[config.mk]
export PLATFORM = sky130hd
export DESIGN_NAME = sreg_port
export DESIGN_NICKNAME = d
export VERILOG_FILES = /design/src/rtl/sreg_pkg.sv /design/src/rtl/sreg_sync.sv /design/src/rtl/sreg_frame.sv /design/src/rtl/sreg_file.sv /design/src/rtl/sreg_port.sv
export SDC_FILE = /design/constraint.sdc
export NUM_CORES = 1
export LEC_CHECK = 0
export BUFFER_PORTS_ARGS = -buffer_cell sky130_fd_sc_hd__buf_2
export CORE_MARGIN = 2
export CORE_UTILIZATION = 50
export CTS_CLUSTER_SIZE = 12
export DETAILED_ROUTE_END_ITERATION = 10
export GPL_TIMING_DRIVEN = 0
export PLACE_DENSITY = 0.69
export SYNTH_ARGS = -nofsm -noshare
export SYNTH_HDL_FRONTEND = slang
export SYNTH_SLANG_ARGS = --single-unit
[constraint.sdc]
create_clock -name clk -period 4.6 [get_ports clk]
set_clock_uncertainty 0.1 [all_clocks]
set_input_delay 0.23 -clock clk [delete_from_list [all_inputs] [get_ports clk]]
set_output_delay 0.23 -clock clk [all_outputs]
set_load 0.02 [all_outputs]
[src/rtl/sreg_pkg.sv]
package sreg_pkg;
  localparam int FRAME_BITS = 24;
  localparam int INSTR_BITS = 16;
  localparam int DATA_BITS  = 8;
  localparam int ADDR_BITS  = 15;
  localparam int CNT_W      = $clog2(FRAME_BITS + 2);
  localparam logic [CNT_W-1:0] CNT_INSTR = CNT_W'(INSTR_BITS);
  localparam logic [CNT_W-1:0] CNT_FULL  = CNT_W'(FRAME_BITS);
  localparam logic [CNT_W-1:0] CNT_OVER  = CNT_W'(FRAME_BITS + 1);

  localparam logic [ADDR_BITS-1:0] A_INT_LO  = 15'h10;
  localparam logic [ADDR_BITS-1:0] A_INT_HI  = 15'h11;
  localparam logic [ADDR_BITS-1:0] A_FR1_B0  = 15'h12;
  localparam logic [ADDR_BITS-1:0] A_FR1_B1  = 15'h13;
  localparam logic [ADDR_BITS-1:0] A_FR1_B2  = 15'h14;
  localparam logic [ADDR_BITS-1:0] A_FR2_B0  = 15'h15;
  localparam logic [ADDR_BITS-1:0] A_FR2_B1  = 15'h16;
  localparam logic [ADDR_BITS-1:0] A_MOD_B0  = 15'h17;
  localparam logic [ADDR_BITS-1:0] A_MOD_B1  = 15'h18;
  localparam logic [ADDR_BITS-1:0] A_DIVCTL  = 15'h19;
  localparam logic [DATA_BITS-1:0] DIVCTL_WMASK = 8'h78;
  localparam int DIV_LSB = 4;
  localparam int DIV_W   = 3;
  localparam int DIV_DB_BIT = 3;

  typedef struct packed {
    logic                 rd;
    logic [ADDR_BITS-1:0] addr;
  } instr_t;
endpackage

[src/rtl/sreg_sync.sv]
module sreg_sync #(
  parameter int W = 1,
  parameter logic [W-1:0] RST_VAL = '0
) (
  input  logic         clk,
  input  logic         rst_n,
  input  logic [W-1:0] d,
  output logic [W-1:0] q
);
  for (genvar g = 0; g < W; g++) begin : g_bit
    logic st1, st2;
    always_ff @(posedge clk or negedge rst_n) begin
      if (!rst_n) begin
        st1 <= RST_VAL[g];
        st2 <= RST_VAL[g];
      end else begin
        st1 <= d[g];
        st2 <= st1;
      end
    end
    assign q[g] = st2;
  end
endmodule

[src/rtl/sreg_frame.sv]
module sreg_frame
  import sreg_pkg::*;
(
  input  logic                 clk,
  input  logic                 rst_n,
  input  logic                 sclk_s,
  input  logic                 csn_s,
  input  logic                 sdi_s,
  input  logic                 lsb_first,
  output logic [ADDR_BITS-1:0] rd_addr,
  input  logic [DATA_BITS-1:0] rd_data,
  output logic                 wr_en,
  output logic [ADDR_BITS-1:0] wr_addr,
  output logic [DATA_BITS-1:0] wr_data,
  output logic                 sdo,
  output logic                 sdo_oe
);
  logic sclk_q, csn_q;
  logic rise, fall, csn_rise;
  logic [CNT_W-1:0] cnt;
  logic [INSTR_BITS-1:0] sh;
  logic instr_vld, rd_act;
  instr_t instr_q, instr_now;
  logic [DATA_BITS-1:0] rd_sh, data_now;

  function automatic logic [INSTR_BITS-1:0] rev16(input logic [INSTR_BITS-1:0] v);
    for (int i = 0; i < INSTR_BITS; i++) rev16[i] = v[INSTR_BITS-1-i];
  endfunction

  function automatic logic [DATA_BITS-1:0] rev8(input logic [DATA_BITS-1:0] v);
    for (int i = 0; i < DATA_BITS; i++) rev8[i] = v[DATA_BITS-1-i];
  endfunction

  assign rise     = sclk_s & ~sclk_q & ~csn_s;
  assign fall     = ~sclk_s & sclk_q & ~csn_s;
  assign csn_rise = csn_s & ~csn_q;

  assign instr_now = lsb_first ? instr_t'(rev16(sh)) : instr_t'(sh);
  assign data_now  = lsb_first ? rev8(sh[DATA_BITS-1:0]) : sh[DATA_BITS-1:0];
  assign rd_addr   = instr_now.addr;

  always_ff @(posedge clk or negedge rst_n) begin
    if (!rst_n) begin
      sclk_q <= 1'b0;
      csn_q  <= 1'b1;
      cnt    <= '0;
      sh     <= '0;
    end else begin
      sclk_q <= sclk_s;
      csn_q  <= csn_s;
      if (csn_s) cnt <= '0;
      else if (rise && cnt != CNT_OVER) cnt <= cnt + 1'b1;
      if (rise) sh <= {sh[INSTR_BITS-2:0], sdi_s};
    end
  end

  always_ff @(posedge clk or negedge rst_n) begin
    if (!rst_n) begin
      instr_vld <= 1'b0;
      instr_q   <= '0;
      rd_act    <= 1'b0;
      rd_sh     <= '0;
      sdo       <= 1'b0;
      sdo_oe    <= 1'b0;
    end else if (csn_s) begin
      instr_vld <= 1'b0;
      rd_act    <= 1'b0;
      sdo_oe    <= 1'b0;
    end else begin
      if (cnt == CNT_INSTR && !instr_vld) begin
        instr_vld <= 1'b1;
        instr_q   <= instr_now;
        if (instr_now.rd) begin
          rd_act <= 1'b1;
          rd_sh  <= rd_data;
        end
      end
      if (fall && rd_act && cnt >= CNT_INSTR && cnt < CNT_FULL) begin
        sdo_oe <= 1'b1;
        if (lsb_first) begin
          sdo   <= rd_sh[0];
          rd_sh <= {1'b0, rd_sh[DATA_BITS-1:1]};
        end else begin
          sdo   <= rd_sh[DATA_BITS-1];
          rd_sh <= {rd_sh[DATA_BITS-2:0], 1'b0};
        end
      end
    end
  end

  always_ff @(posedge clk or negedge rst_n) begin
    if (!rst_n) begin
      wr_en   <= 1'b0;
      wr_addr <= '0;
      wr_data <= '0;
    end else begin
      wr_en <= csn_rise && instr_vld && !instr_q.rd && cnt == CNT_FULL;
      if (csn_rise) begin
        wr_addr <= instr_q.addr;
        wr_data <= data_now;
      end
    end
  end

  AST_OE_RELEASE: assert property (@(posedge clk) disable iff (!rst_n)
    csn_s |=> !sdo_oe) else $error("oe held while deselected");
  AST_WR_DESELECTED: assert property (@(posedge clk) disable iff (!rst_n)
    wr_en |-> csn_s) else $error("write while selected");
  AST_WR_SINGLE: assert property (@(posedge clk) disable iff (!rst_n)
    wr_en |=> !wr_en) else $error("write pulse too long");
  AST_CNT_BOUND: assert property (@(posedge clk) disable iff (!rst_n)
    cnt <= CNT_OVER) else $error("bit count overrun");
endmodule

[src/rtl/sreg_file.sv]
module sreg_file
  import sreg_pkg::*;
#(
  parameter int NUM_REGS = 32,
  parameter logic [8*NUM_REGS-1:0] RST_TABLE = '0
) (
  input  logic                 clk,
  input  logic                 rst_n,
  input  logic                 wr_en,
  input  logic [ADDR_BITS-1:0] wr_addr,
  input  logic [DATA_BITS-1:0] wr_data,
  input  logic [ADDR_BITS-1:0] rd_addr,
  output logic [DATA_BITS-1:0] rd_data,
  output logic [15:0]          int_o,
  output logic [23:0]          frac1_o,
  output logic [15:0]          frac2_o,
  output logic [15:0]          mod2_o,
  output logic [DIV_W-1:0]     div_sel_o
);
  localparam int AW = $clog2(NUM_REGS);

  function automatic logic [DATA_BITS-1:0] wmask(input int idx);
    return (idx == int'(A_DIVCTL)) ? DIVCTL_WMASK : 8'hFF;
  endfunction

  function automatic logic [DATA_BITS-1:0] rst_byte(input int idx);
    return RST_TABLE[idx*8 +: 8] & wmask(idx);
  endfunction

  logic [DATA_BITS-1:0] regs [NUM_REGS];
  logic wr_hit, commit, div_direct;
  logic [AW-1:0] wr_idx, rd_idx;
  logic [DATA_BITS-1:0] divctl;

  assign wr_hit     = wr_en && (wr_addr < ADDR_BITS'(NUM_REGS));
  assign wr_idx     = wr_addr[AW-1:0];
  assign rd_idx     = rd_addr[AW-1:0];
  assign commit     = wr_en && wr_addr == A_INT_LO;
  assign div_direct = wr_en && wr_addr == A_DIVCTL && !wr_data[DIV_DB_BIT];
  assign divctl     = regs[A_DIVCTL[AW-1:0]];
  assign rd_data    = (rd_addr < ADDR_BITS'(NUM_REGS)) ? regs[rd_idx] : '0;

  always_ff @(posedge clk or negedge rst_n) begin
    if (!rst_n) begin
      for (int i = 0; i < NUM_REGS; i++) regs[i] <= rst_byte(i);
    end else if (wr_hit) begin
      regs[wr_idx] <= wr_data & wmask(int'(wr_idx));
    end
  end

  always_ff @(posedge clk or negedge rst_n) begin
    if (!rst_n) begin
      int_o     <= {rst_byte(int'(A_INT_HI)), rst_byte(int'(A_INT_LO))};
      frac1_o   <= {rst_byte(int'(A_FR1_B2)), rst_byte(int'(A_FR1_B1)), rst_byte(int'(A_FR1_B0))};
      frac2_o   <= {rst_byte(int'(A_FR2_B1)), rst_byte(int'(A_FR2_B0))};
      mod2_o    <= {rst_byte(int'(A_MOD_B1)), rst_byte(int'(A_MOD_B0))};
      div_sel_o <= rst_byte(int'(A_DIVCTL))[DIV_LSB +: DIV_W];
    end else if (commit) begin
      int_o     <= {regs[A_INT_HI[AW-1:0]], wr_data};
      frac1_o   <= {regs[A_FR1_B2[AW-1:0]], regs[A_FR1_B1[AW-1:0]], regs[A_FR1_B0[AW-1:0]]};
      frac2_o   <= {regs[A_FR2_B1[AW-1:0]], regs[A_FR2_B0[AW-1:0]]};
      mod2_o    <= {regs[A_MOD_B1[AW-1:0]], regs[A_MOD_B0[AW-1:0]]};
      div_sel_o <= divctl[DIV_LSB +: DIV_W];
    end else if (div_direct) begin
      div_sel_o <= wr_data[DIV_LSB +: DIV_W];
    end
  end

  AST_ACTIVE_HOLD: assert property (@(posedge clk) disable iff (!rst_n)
    !commit |=> ($stable(int_o) && $stable(frac1_o) && $stable(frac2_o) && $stable(mod2_o)))
    else $error("active word moved without commit");
  AST_DIV_HOLD: assert property (@(posedge clk) disable iff (!rst_n)
    (wr_en && wr_addr == A_DIVCTL && wr_data[DIV_DB_BIT]) |=> $stable(div_sel_o))
    else $error("buffered divider select moved early");
  AST_RSVD_ZERO: assert property (@(posedge clk) disable iff (!rst_n)
    (divctl & ~DIVCTL_WMASK) == '0) else $error("reserved bit set");
endmodule

[src/rtl/sreg_port.sv]
module sreg_port
  import sreg_pkg::*;
#(
  parameter int NUM_REGS = 32,
  parameter logic [8*NUM_REGS-1:0] RST_TABLE = {{(NUM_REGS-2){8'h00}}, 8'hA5, 8'h3C}
) (
  input  logic        clk,
  input  logic        rst_n,
  input  logic        spi_sclk,
  input  logic        spi_csn,
  input  logic        spi_sdi,
  output logic        spi_sdo,
  output logic        spi_sdo_oe,
  input  logic        lsb_first,
  output logic [15:0] int_word,
  output logic [23:0] frac1_word,
  output logic [15:0] frac2_word,
  output logic [15:0] mod2_word,
  output logic [2:0]  div_sel
);
  logic [2:0] sync_q;
  logic wr_en;
  logic [ADDR_BITS-1:0] wr_addr, rd_addr;
  logic [DATA_BITS-1:0] wr_data, rd_data;

  sreg_sync #(.W(3), .RST_VAL(3'b010)) sync_i (
    .clk(clk), .rst_n(rst_n),
    .d({spi_sdi, spi_csn, spi_sclk}), .q(sync_q));

  sreg_frame frame_i (
    .clk(clk), .rst_n(rst_n),
    .sclk_s(sync_q[0]), .csn_s(sync_q[1]), .sdi_s(sync_q[2]),
    .lsb_first(lsb_first),
    .rd_addr(rd_addr), .rd_data(rd_data),
    .wr_en(wr_en), .wr_addr(wr_addr), .wr_data(wr_data),
    .sdo(spi_sdo), .sdo_oe(spi_sdo_oe));

  sreg_file #(.NUM_REGS(NUM_REGS), .RST_TABLE(RST_TABLE)) file_i (
    .clk(clk), .rst_n(rst_n),
    .wr_en(wr_en), .wr_addr(wr_addr), .wr_data(wr_data),
    .rd_addr(rd_addr), .rd_data(rd_data),
    .int_o(int_word), .frac1_o(frac1_word), .frac2_o(frac2_word),
    .mod2_o(mod2_word), .div_sel_o(div_sel));
endmodule

* After elaboration in Yosys (flattened, before gate mapping)
Cells that the tools add are included.
W data, S select, Z words.
** Operators by class
- $add $sub $neg :: 1
- Magnitude comparators :: 7
- Equality and inequality tests :: 6
- Muxes and demuxes :: 26
- Bitwise logic cells :: 12
- Reductions and logical operators :: 27
** Operators with widths (number)
- $bwmux W256 :: 1
- $mux W8 :: 10
- $bmux W8 S5 :: 1
- $demux W8 S5 :: 1
- $eq A15 B5 Y1 const B :: 2
- $lt A15 B6 Y1 const B :: 2
- $mux W16 :: 1
- $reduce_bool A2 Y1 :: 7
- $logic_and A1 B1 Y1 :: 13
- $ge A6 B6 Y1 const B :: 2
- $not A5 Y6 :: 2
- $eq A5 B5 Y1 const B :: 2
- $mux W5 :: 2
- $and A8 B8 Y8 :: 1
- $mux W1 :: 8
- $lt A6 B1 Y1 const B :: 1
- $mux W3 :: 2
- $reduce_and A2 Y1 :: 3
- $add A5 B1 Y5 const B :: 1
- $and A1 B1 Y1 :: 5
- $eq A5 B4 Y1 const B :: 1
- $ge A5 B5 Y1 const B :: 1
- $lt A5 B5 Y1 const B :: 1
- $ne A5 B5 Y1 const B :: 1
- 3 further kinds :: 8
** Storage, ports and cells
- Register bits :: 412
- Bits of input ports :: 6
- Output and inout port bits :: 77
- Word-level logic and storage cells :: 136

* Depth between registers and ports, before layout
- Depth in word-level cells :: 9
- Depth in mapped cells :: 11
- Mapped depth without buffers :: 9

* Cells and area by module
A second synthesis with hierarchy kept.
** Unflattened totals
- Cell total of the unflattened synthesis :: 1522
- Area total of the unflattened synthesis :: 18700.4 sq um
** By module, submodules not included
- sreg_file :: instances 1, cells an instance 1197, area each 14938.1 sq um, seq. area each 8293.0 sq um
- sreg_frame :: instances 1, cells an instance 316, area each 3587.2 sq um, seq. area each 1878.1 sq um
- sreg_sync :: instances 1, cells an instance 9, area each 175.2 sq um, seq. area each 152.6 sq um

* Least setup slack after synthesis
OpenSTA, ideal clock, no wires.
- Path kind :: register to register
- Start point :: reg frame_i.cnt[0]
- End point :: reg frame_i.rd_sh[0]
- Library setup time :: 0.076 ns
- Data arrival time :: 1.930 ns
- Required time :: 4.424 ns
- Path slack :: 2.494 ns
- Cell stages (with the launch flop) :: 8
- Buffers on the path :: 0
- Period minus slack after synthesis :: 2.106 ns
- Path through :: dfrtp_1 > inv_1 > ha_1 > nor4b_4 > nand3_2 > or4_1 > or3_1 > o21ai_1
** On the way
- Word-level cells in the longest chain between the ends :: 5
- Elaborated cells on any way between the ends :: 10
- Those cells by class :: 2 x order compare; 1 x eq/ne; 1 x mux; 6 x reduce/logical
** RTL lines
- start, declared :: RTL line sreg_frame.sv:20 : logic [CNT_W-1:0] cnt;
- start signal, assigned :: RTL line sreg_frame.sv:52 : else if (rise && cnt != CNT_OVER) cnt <= cnt + 1'b1;
- $ge A5 B5 Y1 :: RTL line sreg_frame.sv:78 : if (fall && rd_act && cnt >= CNT_INSTR && cnt < CNT_FULL) begin
- $logic_and A1 B1 Y1 (2 in series) :: RTL line sreg_frame.sv:78
- $reduce_bool A2 Y1 (no source line)
- $reduce_and A3 Y1 (no source line)
- end signal, assigned :: RTL line sreg_frame.sv:75 : rd_sh <= rd_data;
- end signal, assigned :: RTL line sreg_frame.sv:82 : rd_sh <= {1'b0, rd_sh[DATA_BITS-1:1]};
- end signal, assigned :: RTL line sreg_frame.sv:85 : rd_sh <= {rd_sh[DATA_BITS-2:0], 1'b0};
- end, declared :: RTL line sreg_frame.sv:24 : logic [DATA_BITS-1:0] rd_sh, data_now;
Several ways; a longest one is shown, not always the timed one.
A chain may end at the register's enable or synchronous reset.

* Worst setup path after layout
- Start point :: reg frame_i.sh[0]
- End point :: reg frame_i.rd_sh[2]
** On the way
- Word-level cells in the longest chain between the ends :: 9
- Elaborated cells on any way between the ends :: 12
- Those cells by class :: 1 x order compare; 8 x mux; 1 x bitwise; 2 x reduce/logical
** RTL lines
- start, declared :: RTL line sreg_frame.sv:21 : logic [INSTR_BITS-1:0] sh;
- start signal, assigned :: RTL line sreg_frame.sv:53 : if (rise) sh <= {sh[INSTR_BITS-2:0], sdi_s};
- $mux W16 * :: RTL line sreg_frame.sv:38 : assign instr_now = lsb_first ? instr_t'(rev16(sh)) : instr_t'(sh);
- $not A5 Y6 (implied by the code) :: RTL line sreg_file.sv:41 : assign rd_data = (rd_addr < ADDR_BITS'(NUM_REGS)) ? regs[rd_idx] : '0;
- $bmux W8 S5 :: RTL line sreg_file.sv:41
- $mux W8 (implied by the code) (2 in series) :: RTL line sreg_file.sv:41
- $mux W8 :: RTL line sreg_file.sv:41
- $mux W8 :: RTL line sreg_frame.sv:73 : if (instr_now.rd) begin
- $mux W8 :: RTL line sreg_frame.sv:70 : if (cnt == CNT_INSTR && !instr_vld) begin
- $mux W8 :: RTL line sreg_frame.sv:78
Mark *: on every way between the ends. The rest lies on a longest branch, timed or not. The select of a mux whose other input is x is not followed.

==> flow_metrics.tcl <==
set metrics [dict create \
    clkSlewWorstSetupHoldPaths_ns 0.06 \
    finish.utilization 0.576 \
    start_kind "flop" \
    num_vias 16178 \
    viasPerCell 6.18 \
    final_nets 2076 \
    dp_hpwl_mm 48.6 \
    drv_slew 0 \
    yosys_warnings 0 \
    worstMarginPinSlew_ns 1.39 \
    drive_above_1_share 0.245 \
    synth_edf_count 0 \
    grt_pass1_wl_mm 102 \
    core_um2 38600 \
    grt_overflow 0 \
    gp_congestion 0.983 \
    crit_fanout 10 \
    synthTopCellsByCount "dfrtp_1, nand2_1, mux2_2" \
    drt-met1-wl_mm 27.9 \
    netlist-cell-type-count 80 \
    hold_viol 0 \
    start_util 0.507 \
    irDropWorstVdd_uv 264 \
    max_freq_mhz 271 \
    port-buffer-count 82 \
    synth_fp_nets 1940 \
    dr_wl_met3_mm 6.57 \
    clock-sinks 412 \
    synth-async-reset-ratio 1.00 \
    totalWireLength_mm 68.9 \
    wire_per_inst_um 26.3 \
    drtAntennaViolNets 0 \
    post_cts_buffers 0 \
    fin_crit_sh 0.803 \
    cap_violations 0 \
    clk_root_buffer_cell "clkbuf_16" \
    drt_iter0_markers 1885 \
    cts_tree "built" \
    dr.pass1.iters 6 \
    die_w_um 202 \
    antenna_found_initial 0 \
    reg2reg_slack_ns 0.91 \
    hold_slack_ns 0.127 \
    synth_ff_type "dfrtp_1" \
    gr-usage-all-layers 0.338 \
    cp.required_ns 5.01 \
    worstSetupEndpointType "flop" \
    synth_cells 1931 \
    final-setup-viol-count 0 \
    grt_max_degree 122 \
    rows 72 \
    ys_seq_elements 412 \
    yosysTopAreaCell "dfrtp_1" \
    clock_latency_ns 0.59 \
    p_per_area_nw_per_um2 401 \
    wl_met2_mm 30.8 \
    numCtsBuffers 45 \
    area_delta_synth_final_pct 13.7 \
    drc 0 \
    crit_arrival_ns 4.11 \
    die_h_um 202 \
    first_global_vias 15481 \
    io_pins 83 \
    ys_top_cells_by_area "dfrtp_1, mux2_2, nand2_1" \
    power.static_leakage_nw 10.7 \
    die-area_um2 40800 \
    critPathKind "flop to flop" \
    min_period_ns 3.69 \
    hold_class "input port to asynchronous set/reset pin" \
    ys_seq_area_frac 0.527 \
    synth.most_common_cell "dfrtp_1" \
    outcome "completed" \
    rsz0062_at_grt "no" \
    relSlewSlack 0.0755 \
    clock_path_buffers 3 \
    synth_top_area_frac 0.512 \
    cts_max_level 2 \
    top_layer "met4" \
    postSynthAreaPerCell_um2 10.1 \
    synth_area_um2 19600 \
]
-- critical path, stage by stage (launching register included) --
cell and delay (ns):
dfrtp_1 0.31, buf_2 0.16, clkbuf_1 0.55, clkbuf_1 0.73, a21oi_1 0.15, nor2_1 0.27
a21oi_1 0.07, o311ai_1 0.61, o2111ai_1 0.43, o21ai_1 0.22
-- metal layers --
metal / track usage / up-vias
li1: - / 7040
met1: 0.463 / 8057
met2: 0.515 / 894
met3: 0.0687 / 187
met4: 0.167 / 0
met5: 0 / -
-- cells in the final DEF (no fill, tap or decap), drive strengths merged, types with 26 or more instances in the layout --
cell type / netlist / layout
nand2: 377 / 377
nor2: 93 / 93
inv: 27 / 28
o22ai: 26 / 26
nand2b: 42 / 42
dfrtp: 401 / 401
buf: 74 / 159
o21ai: 144 / 144
mux2: 230 / 230
a21oi: 189 / 189
clkbuf: 63 / 130
nand3: 35 / 35
-- report_power, final --
| group | switching [mW] | total, mW | internal (mW) |
|---|---|---|---|
| registers | 0.101 | 3.78 | 3.68 |
| logic | 1.12 | 1.49 | 0.370 |
| clock network | 1.49 | 3.67 | 2.18 |
-- area by class of cell --
type                            count  area [um^2]
Inverter                           27          101
Fill cell                        3294        16400
Multi-Input combinational cell   1355         8480
Buffer                            137          681
Clock inverter                     13          148
Antenna cell                        1         2.50
Timing Repair Buffer               89          543
Tap cell                          518          648
Clock buffer                       67         1340
Sequential cell                   412        10300
-- state kept, by name (all words and copies together), names as in the netlist, 5 cells and up --
register / flops
frame_i.cnt: 5
frame_i.instr_q: 16
frame_i.sh: 16
file_i.mod2_o: 16
file_i.int_o: 16
file_i.divctl: 8
file_i.frac2_o: 16
file_i.regs: 248
frame_i.wr_addr: 15
frame_i.wr_data: 8
file_i.frac1_o: 24
frame_i.rd_sh: 8
-- worst paths after layout --
| kind | startpoint | endpoint | depth (start not counted) |
|---|---|---|---|
| max in group asynchronous | rst_n | frame_i.wr_addr[8]$_DFFE_PN0P_ | 4 |
| worst min register to register | sync_i.g_bit[0].st1$_DFF_PN0_ | sync_i.g_bit[0].st2$_DFF_PN0_ | 0 |
| worst min-delay path | rst_n | file_i.frac2_o[2]$_DFFE_PN0P_ | 2 |
| worst max-delay path | frame_i.sh[0]$_DFFE_PN0P_ | frame_i.rd_sh[2]$_DFFE_PN0P_ | 9 |
| worst max register to register | frame_i.sh[0]$_DFFE_PN0P_ | frame_i.rd_sh[2]$_DFFE_PN0P_ | 9 |
| min in group clk | spi_sdi | sync_i.g_bit[2].st1$_DFF_PN0_ | 2 |
-- per-stage QoR --
step	total power, mW	setup WS, ns	std cells	TNS [ns]	cell area (um^2)
3_5_place_dp	5.25	1.10	2534	0	20700
3_3_place_gp	5.22	-4.85	2531	-1943.05	20600
2_1_floorplan	4.54	2.49	1931	0	19600
5_1_grt	9.17	0.969	2618	0	22300
6_report	8.93	0.907	2619	0	22300
4_1_cts	8.89	1.25	2618	0	22300
-- logic make-up (layout without fill, tap and decap cells) --
group,count (synthesis),count (layout),synth area share
other cells,0,1,0
flops,412,412,0.527
mux,246,246,0.142
fa+ha+maj,3,3,0.00192
buf+inv,164,333,0.0399
simple gates,621,621,0.143
xor+xnor,4,4,0.00179
compound gates,481,481,0.144
-- what timing repair did --
action                    4_1_cts  5_1_grt
hold endpoints to repair       88        0
hold buffers                    4        0
resized for setup               0        0
(Power assumes the default switching activity.)
